===== config.mk =====
export PLATFORM = sky130hd
export DESIGN_NAME = uart_bank_regs
export DESIGN_NICKNAME = d
export VERILOG_FILES = /design/src/rtl/uart_bank_pkg.sv /design/src/rtl/uart_bank_decode.sv /design/src/rtl/uart_bank_divisor.sv /design/src/rtl/uart_bank_ext.sv /design/src/rtl/uart_bank_regs.sv
export SDC_FILE = /design/constraint.sdc
export NUM_CORES = 1
export LEC_CHECK = 0
export BUFFER_PORTS_ARGS = -buffer_cell sky130_fd_sc_hd__buf_4
export CORE_UTILIZATION = 43
export DETAILED_ROUTE_END_ITERATION = 10
export GPL_TIMING_DRIVEN = 0
export PLACE_DENSITY = 0.79
export SLEW_MARGIN = 20
export SYNTH_ARGS = -nofsm -noshare
export SYNTH_HDL_FRONTEND = slang
export SYNTH_SLANG_ARGS = --single-unit

===== constraint.sdc =====
create_clock -name clk -period 1.2 [get_ports clk]
set_input_delay 0.18 -clock clk [delete_from_list [all_inputs] [get_ports clk]]
set_output_delay 0.18 -clock clk [all_outputs]
set_load 0.02 [all_outputs]

===== src/rtl/uart_bank_pkg.sv =====
package uart_bank_pkg;

  typedef enum logic [1:0] {
    BANK_STD = 2'd0,
    BANK_DIV = 2'd1,
    BANK_EXT = 2'd2
  } bank_e;

  // register offsets (host visible)
  localparam int OFS_DIV_LO   = 0;
  localparam int OFS_DIV_HI   = 1;
  localparam int OFS_MIRROR   = 2;
  localparam int OFS_LINE     = 3;
  localparam int OFS_CTL      = 4;

  // bit positions
  localparam int LOOP_BIT     = 4;
  localparam int LOCK_BIT     = 7;
  localparam int PRESL_LSB    = 4;

endpackage


===== src/rtl/uart_bank_decode.sv =====
module uart_bank_decode
  import uart_bank_pkg::*;
(
  input  logic [2:0] line_top,   // line control bits 7:5
  output bank_e      bank
);

  always_comb begin
    if (!line_top[2])        bank = BANK_STD;
    else if (&line_top)      bank = BANK_EXT;
    else                     bank = BANK_DIV;
  end

endmodule


===== src/rtl/uart_bank_divisor.sv =====
module uart_bank_divisor #(
  parameter int DATA_W    = 8,
  parameter int NUM_BYTES = 2,
  localparam int SEL_W    = (NUM_BYTES > 1) ? $clog2(NUM_BYTES) : 1,
  localparam int DIV_W    = DATA_W * NUM_BYTES
) (
  input  logic              clk,
  input  logic              rst,
  input  logic              wr_en,
  input  logic [SEL_W-1:0]  byte_sel,
  input  logic [DATA_W-1:0] wdata,
  output logic [DIV_W-1:0]  divisor
);

  for (genvar g = 0; g < NUM_BYTES; g++) begin : g_lane
    always_ff @(posedge clk) begin
      if (rst)
        divisor[g*DATA_W +: DATA_W] <= '0;
      else if (wr_en && byte_sel == SEL_W'(g))
        divisor[g*DATA_W +: DATA_W] <= wdata;
    end
  end

endmodule


===== src/rtl/uart_bank_ext.sv =====
module uart_bank_ext #(
  parameter int DATA_W    = 8,
  parameter int PRESL_W   = 2,
  parameter int PRESL_LSB = 4,
  parameter int LOCK_BIT  = 7
) (
  input  logic               clk,
  input  logic               rst,
  input  logic               wr,
  input  logic               clear,
  input  logic [DATA_W-1:0]  wdata,
  output logic               lock_q,
  output logic [PRESL_W-1:0] presl_q,
  output logic [DATA_W-1:0]  rd_val
);

  always_ff @(posedge clk) begin
    if (rst || clear) begin
      lock_q  <= 1'b0;
      presl_q <= '0;
    end else if (wr) begin
      lock_q <= wdata[LOCK_BIT];
      if (!lock_q)
        presl_q <= wdata[PRESL_LSB +: PRESL_W];
    end
  end

  always_comb begin
    rd_val = '0;
    rd_val[LOCK_BIT] = lock_q;
    rd_val[PRESL_LSB +: PRESL_W] = presl_q;
  end

  // a locked register keeps its prescaler across writes
  p_lock_hold_r8: assert property (@(posedge clk) disable iff (rst)
    (wr && !clear && lock_q) |=> $stable(presl_q));

  // entering the divisor bank zeroes the register
  p_enter_clear_r9: assert property (@(posedge clk) disable iff (rst)
    clear |=> (presl_q == '0 && !lock_q));

  // an unlocked write lands in the prescaler field
  p_unlocked_write_r7: assert property (@(posedge clk) disable iff (rst)
    (wr && !clear && !lock_q) |=> presl_q == $past(wdata[PRESL_LSB +: PRESL_W]));

endmodule


===== src/rtl/uart_bank_regs.sv =====
module uart_bank_regs
  import uart_bank_pkg::*;
#(
  parameter int DATA_W     = 8,
  parameter int ADDR_W     = 3,
  parameter int MODEM_BITS = 5,
  parameter int PRESL_W    = 2,
  localparam int DIV_BYTES = 2,
  localparam int DIV_W     = DATA_W * DIV_BYTES
) (
  input  logic                  clk,
  input  logic                  rst,
  input  logic [ADDR_W-1:0]     addr,
  input  logic [DATA_W-1:0]     wdata,
  input  logic                  wr_en,
  input  logic                  rd_en,
  output logic [DATA_W-1:0]     rdata_o,
  output logic [DIV_W-1:0]      divisor_o,
  output logic [PRESL_W-1:0]    presl_o,
  output logic [MODEM_BITS-1:0] mcr_o
);

  logic [DATA_W-1:0]     lcr_q;
  logic [MODEM_BITS-1:0] mcr_q;
  bank_e                 bank, next_bank;
  logic                  at_div_lo, at_div_hi, at_mirror, at_line, at_ctl;
  logic                  wr_line, wr_modem, wr_div, wr_ctl, enter_div;
  logic                  ext_lock;
  logic [DATA_W-1:0]     ext_rd, rd_mux;

  assign at_div_lo = (addr == ADDR_W'(OFS_DIV_LO));
  assign at_div_hi = (addr == ADDR_W'(OFS_DIV_HI));
  assign at_mirror = (addr == ADDR_W'(OFS_MIRROR));
  assign at_line   = (addr == ADDR_W'(OFS_LINE));
  assign at_ctl    = (addr == ADDR_W'(OFS_CTL));

  uart_bank_decode u_cur_dec (
    .line_top (lcr_q[DATA_W-1 -: 3]),
    .bank     (bank)
  );

  uart_bank_decode u_nxt_dec (
    .line_top (wdata[DATA_W-1 -: 3]),
    .bank     (next_bank)
  );

  assign wr_line   = wr_en && at_line;
  assign wr_modem  = wr_en && at_ctl && (bank == BANK_STD);
  assign wr_ctl    = wr_en && at_ctl && (bank == BANK_EXT);
  assign wr_div    = wr_en && (at_div_lo || at_div_hi) && (bank != BANK_STD);
  assign enter_div = wr_line && (next_bank == BANK_DIV) && (bank != BANK_DIV);

  always_ff @(posedge clk) begin
    if (rst) begin
      lcr_q <= '0;
      mcr_q <= '0;
    end else begin
      if (wr_line)  lcr_q <= wdata;
      if (wr_modem) mcr_q <= wdata[MODEM_BITS-1:0];
    end
  end

  uart_bank_divisor #(
    .DATA_W    (DATA_W),
    .NUM_BYTES (DIV_BYTES)
  ) u_divisor (
    .clk      (clk),
    .rst      (rst),
    .wr_en    (wr_div),
    .byte_sel (at_div_hi),
    .wdata    (wdata),
    .divisor  (divisor_o)
  );

  uart_bank_ext #(
    .DATA_W    (DATA_W),
    .PRESL_W   (PRESL_W),
    .PRESL_LSB (PRESL_LSB),
    .LOCK_BIT  (LOCK_BIT)
  ) u_ext (
    .clk     (clk),
    .rst     (rst),
    .wr      (wr_ctl),
    .clear   (enter_div),
    .wdata   (wdata),
    .lock_q  (ext_lock),
    .presl_q (presl_o),
    .rd_val  (ext_rd)
  );

  always_comb begin
    rd_mux = '0;
    if (at_line) begin
      rd_mux = lcr_q;
    end else begin
      unique case (bank)
        BANK_STD: if (at_ctl) rd_mux = DATA_W'(mcr_q);
        BANK_DIV: begin
          if (at_div_lo)      rd_mux = divisor_o[DATA_W-1:0];
          else if (at_div_hi) rd_mux = divisor_o[DIV_W-1:DATA_W];
        end
        BANK_EXT: begin
          if (at_div_lo)      rd_mux = divisor_o[DATA_W-1:0];
          else if (at_div_hi) rd_mux = divisor_o[DIV_W-1:DATA_W];
          else if (at_mirror) rd_mux[LOOP_BIT] = mcr_q[LOOP_BIT];
          else if (at_ctl)    rd_mux = ext_rd;
        end
        default: rd_mux = '0;
      endcase
    end
  end

  always_ff @(posedge clk) begin
    if (rst)        rdata_o <= '0;
    else if (rd_en) rdata_o <= rd_mux;
  end

  assign mcr_o = mcr_q;

  // read data holds without a read strobe
  p_rdata_hold_r10: assert property (@(posedge clk) disable iff (rst)
    !rd_en |=> $stable(rdata_o));

  // line control readable in any bank
  p_line_any_bank_r2: assert property (@(posedge clk) disable iff (rst)
    (rd_en && at_line) |=> rdata_o == $past(lcr_q));

  // bank 0 writes never reach the divisor
  p_div_guard_r5: assert property (@(posedge clk) disable iff (rst)
    (wr_en && bank == BANK_STD) |=> $stable(divisor_o));

  // mirror read carries only the loopback bit
  p_mirror_r6: assert property (@(posedge clk) disable iff (rst)
    (rd_en && at_mirror && bank == BANK_EXT) |=>
      (rdata_o[LOOP_BIT] == $past(mcr_q[LOOP_BIT]) && $countones(rdata_o) <= 1));

  // lock output consistent with extended read value
  p_lock_view_r8: assert property (@(posedge clk) disable iff (rst)
    (rd_en && at_ctl && bank == BANK_EXT) |=> rdata_o[LOCK_BIT] == $past(ext_lock));

endmodule


==> results.sh, run 1 <==
export IMPL_yosys_top_cells_area="dfxtp_1 43%, nand2_1 6.8%, mux2i_1 6.4%, a21oi_1 6.2%, nor2_1 4.8%"
export IMPL_syn_inst=214
export IMPL_cts_root_buf="clkbuf_8"
export IMPL_switching_power_uw=687
export IMPL_core_area_um2=4090
export IMPL_synthTopCellsByCount="40 x dfxtp_1, 34 x nand2_1, 24 x nor2_1, 23 x a21oi_1, 13 x o21ai_0"
export IMPL_rows=23
export IMPL_dp_hpwl_um=3470
export IMPL_synthesis_area_um2=1870
export IMPL_yosys_most_used_dff="dfxtp_1"
export IMPL_cts_sinks=40
export IMPL_yosysUniqueCellTypes=35
export IMPL_nNetsFinal=285
export IMPL_drive_gt1_share_pct=38.0
export IMPL_cts_made_buffers=5
export IMPL_place_inst=306
export IMPL_fin_setup_tns_ns=-1.41
export IMPL_grt_ovfl_total=0
export IMPL_synth_fp_nets=229
export IMPL_drtPass1Iterations=4
export IMPL_tightest_slew_ns=0.648
export IMPL_grt_pass1_vias=1647
export IMPL_die_w_um=67.9
export IMPL_max_slew_margin_rel_pct=56.8
export IMPL_die_area_um2=4620
export IMPL_startpoint_type="flop"
export IMPL_io_buffers=42
export IMPL_synthArstFlopShare_pct=0
export IMPL_path_class="reg2reg"
export IMPL_setup_worst_path_end_class="flop"
export IMPL_rsz0062_at_grt="true"
export IMPL_violations="negative setup slack"
export IMPL_drcViolationCount=0
export IMPL_maxSlewViolCount=0
export IMPL_wl_per_cell_um=17.0
export IMPL_grt_use_total_pct=23.7
export IMPL_ys_ff_latch=40
export IMPL_powerDensity_nw_per_um2=1200
export IMPL_seqCellArea_um2=807
export IMPL_finalCritPeriodShare_pct=110
export IMPL_maxCapViolCount=0
export IMPL_setup_slack_ns=-0.120
export IMPL_drt_iter0_markers=172
export IMPL_setup_violations=19
export IMPL_pwr_share_comb_pct=9.8
export IMPL_n_fill_cell=323
export IMPL_cts_tree="done"
export IMPL_routed_wl_um=5440
export IMPL_yosysSeqAreaShare_pct=42.8
export IMPL_cts_hold_buf=0
export IMPL_crit_path_max_fanout=8
export IMPL_r2r_slack_ns=-0.12
export IMPL_yosysTopAreaCellShare_pct=42.8
export IMPL_run_status="finished, violations left"
export IMPL_viasPerCell=5.73
export IMPL_internal_power_uw=2420
export IMPL_final_setup_skew_ns=0.00391
export IMPL_cts_clk_slew_worst_paths_ns=0.08
export IMPL_p_leak_uw=0.00108
export IMPL_cts_buffer_depth=2
export IMPL_power_share_sequential_pct=43.7
export IMPL_synthToLayoutAreaGrowth_pct=38.1
export IMPL_clock_fmax_mhz=757
export IMPL_hp_class="in2reg"
export IMPL_grt_pass1_wl_um=7940
export IMPL_synth_enable_flop_cells=0
export IMPL_postRouteAntennaNets=0
export IMPL_yosysMostFrequentCell="dfxtp_1"
export IMPL_cts_max_level=2
export IMPL_finalPower_uw=3110
export IMPL_clkPwrFrac_pct=46.5
export IMPL_yosys_warnings=0
export IMPL_ios=46
export IMPL_hold_viol=0
export IMPL_crit_arrival_ns=1.49
export IMPL_die_h_um=67.9
export IMPL_grt_max_degree=14
export IMPL_peakVddDrop_mv=0.834
export IMPL_vias=1840
export IMPL_antennaDiodeCount=0
export IMPL_initial_core_util_pct=45.7
export IMPL_finalCriticalPeriod_ns=1.32
export IMPL_multi_input_area_um2=1050
export IMPL_clock_latency_ns=0.29
export IMPL_netSwitchingFraction_pct=22.1
export IMPL_antenna_found_initial=0
export IMPL_yosysTopAreaCell="dfxtp_1"
export IMPL_gp_congestion=0.825
export IMPL_worstPathRequired_ns=1.37
export IMPL_avgSynthCellArea_um2=8.74
export IMPL_fin_cells=321
-- worst paths after layout --
path	from	to	cells past startpoint
worst max-delay path	lcr_q[7]$_SDFFE_PP0P_	u_divisor.divisor[6]$_SDFFE_PP0P_	5
worst min-delay path	wdata[1]	lcr_q[1]$_SDFFE_PP0P_	3
worst max register to register	lcr_q[7]$_SDFFE_PP0P_	u_divisor.divisor[6]$_SDFFE_PP0P_	5
worst min register to register	lcr_q[1]$_SDFFE_PP0P_	lcr_q[1]$_SDFFE_PP0P_	2
-- worst max-delay path, stage by stage (launching register included) --
cell	delay [ns]
dfxtp_4	0.39
nor3b_4	0.28
nand3b_1	0.13
buf_6	0.18
mux2i_2	0.17
nor2_1	0.05
-- kinds of logic (layout without fill, tap and decap cells) --
logic type	Yosys count	after routing	share of synthesized area, %
compound gates	55	55	19.7
buf+inv	20	77	5.82
flops	40	40	42.8
mux	18	18	10.0
simple gates	81	81	21.6
-- state kept, by name, indices dropped and copies added, names as in the netlist --
signal,count
lcr_q,8
mcr_o,5
rdata_o,8
u_divisor.divisor,16
u_ext.lock_q,1
u_ext.presl_q,2
-- layer usage --
metal | vias to the layer above | routed length (um) | global-route usage [%]
met4 | 0 | 108 | 9.90
met3 | 10 | 379 | 5.33
met2 | 91 | 2630 | 36.9
met1 | 868 | 2320 | 31.2
met5 | - | 0 | 0
li1 | 871 | - | -
-- repair_timing --
action / in CTS / in global routing
hold endpoints to repair: 0 / 0
gates resized for setup: 10 / 16
setup buffers: 6 / 2
endpoints found under the setup margin: 27 / 27
pin swaps: 4 / 16
-- layout by cell type, fill, tap and decap left out, types with 2 or more instances in the layout --
cell type	instances
clkbuf_8	5
nor2_1	24
a21oi_1	19
mux2_2	6
dfxtp_2	2
nand2_1	32
nor3_1	2
buf_4	49
mux2i_1	11
buf_6	6
dfxtp_1	37
a2111oi_2	4
nand3_2	5
o21ai_0	13
a22oi_1	2
inv_1	5
bufinv_16	2
a211oi_1	2
buf_2	3
clkbuf_1	5
a21oi_2	4
nand3b_1	5
a221oi_2	4
-- power by group through the flow --
stage               combinational, uW  sequential [uW]  clock (uW)
floorplan                         144             1400           0
global placement                  260             1390           0
detailed placement                263             1390           0
CTS                               279             1360        1460
global route                      325             1360        1510
finish                            304             1360        1450
-- final cells by class --
type                            count  share of cell area (%)
Multi-Input combinational cell    154                    40.9
Sequential cell                    40                    31.3
Timing Repair Buffer               50                    15.0
Buffer                             14                    3.78
Clock buffer                        6                    3.64
Tap cell                           50                    2.42
Clock inverter                      2                    2.33
Inverter                            5                   0.727
-- metrics by stage --
step / setup WS (ns) / hold WS (ns) / instance area, um^2 / utilization (%)
2_1_floorplan: -0.0217 / 0.306 / 1880 / -
3_3_place_gp: -0.269 / 0.445 / 2260 / 55.3
3_5_place_dp: -0.301 / 0.447 / 2260 / 55.3
4_1_cts: -0.0730 / 0.152 / 2500 / 61.1
5_1_grt: -0.193 / 0.163 / 2580 / 63.2
6_report: -0.120 / 0.163 / 2580 / 63.2
No activity file was read; power rests on OpenSTA's default activity.
==> inputs of run 2 (changes only) <==
--- a/config.mk
+++ b/config.mk
@@ -6,6 +6,7 @@
 export NUM_CORES = 1
 export LEC_CHECK = 0
 export BUFFER_PORTS_ARGS = -buffer_cell sky130_fd_sc_hd__buf_4
+export CORE_MARGIN = 5
 export CORE_UTILIZATION = 43
 export DETAILED_ROUTE_END_ITERATION = 10
 export GPL_TIMING_DRIVEN = 0
==> run 2 against run 1 <==
The run still ends with negative setup slack left. Critical path depth decreased by 1. Clock skew is 0.0062 ns higher. Flip-flop and latch count did not move. Worst setup slack improved by 0.029 ns. Total power decreased by 19%.
==> results.sh, run 2 (same netlist as run 1, synthesis figures left out) <==
export IMPL_run_status="finished, violations left"
export IMPL_violations="negative setup slack"
export IMPL_grt_max_degree=13
export IMPL_antennaDiodeCount=0
export IMPL_drt_iter0_markers=101
export IMPL_cts_sinks=40
export IMPL_routed_wl_um=5270
export IMPL_synthToLayoutAreaGrowth_pct=34.8
export IMPL_cts_root_buf="clkbuf_8"
export IMPL_tightest_slew_ns=0.627
export IMPL_final_setup_skew_ns=0.0101
export IMPL_core_area_um2=4290
export IMPL_clock_fmax_mhz=774
export IMPL_rr_startpoint="lcr_q[7]$_SDFFE_PP0P_"
export IMPL_grt_pass1_vias=1666
export IMPL_initial_core_util_pct=43.5
export IMPL_die_area_um2=5770
export IMPL_maxSlewViolCount=0
export IMPL_min_from="wdata[3]"
export IMPL_drtPass1Iterations=4
export IMPL_top_register="u_divisor.divisor"
export IMPL_whs_path_depth=3
export IMPL_startpoint_type="flop"
export IMPL_layout_commonest_cell="buf_4"
export IMPL_wl_per_cell_um=16.2
export IMPL_ios=46
export IMPL_cts_tree="done"
export IMPL_hold_viol=0
export IMPL_rows=24
export IMPL_grt_pass1_wl_um=8100
export IMPL_setup_violations=14
export IMPL_rsz0062_at_grt="true"
export IMPL_drcViolationCount=0
export IMPL_p_leak_uw=0.00105
export IMPL_hp_class="in2reg"
export IMPL_drive_gt1_share_pct=37.0
export IMPL_vias=1802
export IMPL_cts_buffer_depth=2
export IMPL_max_slew_margin_rel_pct=58.2
export IMPL_antenna_found_initial=0
export IMPL_crit_path_start="lcr_q[7]$_SDFFE_PP0P_"
export IMPL_place_ws_ns=-0.265
export IMPL_gp_congestion=0.819
export IMPL_grt_use_total_pct=16.9
export IMPL_die_w_um=75.9
export IMPL_biggestRegsByFlops="u_divisor.divisor (16), lcr_q (8), rdata_o (8)"
export IMPL_die_h_um=75.9
export IMPL_n_fill_cell=379
export IMPL_cts_hold_buf=0
export IMPL_ff2ff_path_depth=4
export IMPL_maxCapViolCount=0
export IMPL_postRouteAntennaNets=0
export IMPL_cts_clk_slew_worst_paths_ns=0.08
export IMPL_powerDensity_nw_per_um2=997
export IMPL_r2r_slack_ns=-0.09
export IMPL_cts_made_buffers=5
export IMPL_grt_ovfl_total=0
export IMPL_hold_end="u_divisor.divisor[11]$_SDFFE_PP0P_"
export IMPL_cts_max_level=2
export IMPL_peakVddDrop_mv=0.616
export IMPL_r2r_end="rdata_o[3]$_SDFFE_PP0P_"
export IMPL_largest_register_ffs=16
export IMPL_crit_arrival_ns=1.49
export IMPL_dp_hpwl_um=3510
export IMPL_viasPerCell=5.54
export IMPL_crit_path_max_fanout=7
export IMPL_worstPathRequired_ns=1.40
export IMPL_finalCriticalPeriod_ns=1.29
export IMPL_layout_common_cells="50 x buf_4, 37 x dfxtp_1, 31 x nand2_1"
export IMPL_clock_latency_ns=0.30
export IMPL_setup_worst_path_end_class="flop"
export IMPL_finalCritPeriodShare_pct=108
export IMPL_nNetsFinal=288
export IMPL_fin_setup_tns_ns=-0.736
export IMPL_io_buffers=42
export IMPL_path_class="reg2reg"
export IMPL_setup_slack_ns=-0.0912
==> run 2: power by group <==
group	total (uW)	switching, uW	internal [uW]
registers	1360	16.2	1340
logic	293	170	123
clock network	859	464	395
total	2510	650	1860
==> run 2: layout make-up <==
class,instances,area [um^2],share of cell area (%)
buffer,14,97.6,3.87
multi-input combinational,155,1050,41.5
inverter,5,18.8,0.745
clock buffer,5,68.8,2.73
tap,52,65.1,2.58
timing repair buffer,52,405,16.1
sequential,40,807,32.0
clock inverter,2,11.3,0.447
==> run 2: stage by stage <==
| step | utilization, % | total power, uW | std cells | hold slack (ns) | instance area, um^2 |
|---|---|---|---|---|---|
| after floorplan | - | 1550 | 214 | 0.306 | 1880 |
| after detailed placement | 52.7 | 1650 | 308 | 0.450 | 2260 |
| after CTS | 56.1 | 2510 | 320 | 0.148 | 2410 |
| final | 58.7 | 2510 | 325 | 0.161 | 2520 |
| after global placement | 52.7 | 1640 | 308 | 0.447 | 2260 |
| after global routing | 58.7 | 2620 | 325 | 0.158 | 2520 |
==> run 2: per-layer routing <==
| metal | up-vias | GRT usage, % | routed length, um |
|---|---|---|---|
| met2 | 52 | 26.9 | 2680 |
| li1 | 881 | - | - |
| met3 | 9 | 4.15 | 301 |
| met1 | 860 | 22.2 | 2210 |
| met4 | 0 | 5.52 | 74 |
| met5 | - | 0 | 0 |
==> run 2: worst max path at each step <==
stage / end
floorplan: rdata_o[1]$_SDFFE_PP0P_
global placement: u_divisor.divisor[1]$_SDFFE_PP0P_
detailed placement: u_divisor.divisor[0]$_SDFFE_PP0P_
CTS: rdata_o[1]$_SDFFE_PP0P_
global route: rdata_o[1]$_SDFFE_PP0P_
finish: rdata_o[3]$_SDFFE_PP0P_
==> run 2: repair_timing <==
| action | 4_1_cts | 5_1_grt |
|---|---|---|
| endpoints found under the setup margin | 27 | 29 |
| cloned | 0 | 1 |
| pin swaps | 2 | 15 |
| setup buffers | 6 | 4 |
| gates resized for setup | 6 | 18 |
==> run 2: worst max-delay path, cell delays in order, from the launching register on <==
cell	delay [ns]
dfxtp_4	0.37
nor4b_4	0.27
buf_6	0.19
a221oi_1	0.10
a2111oi_2	0.27
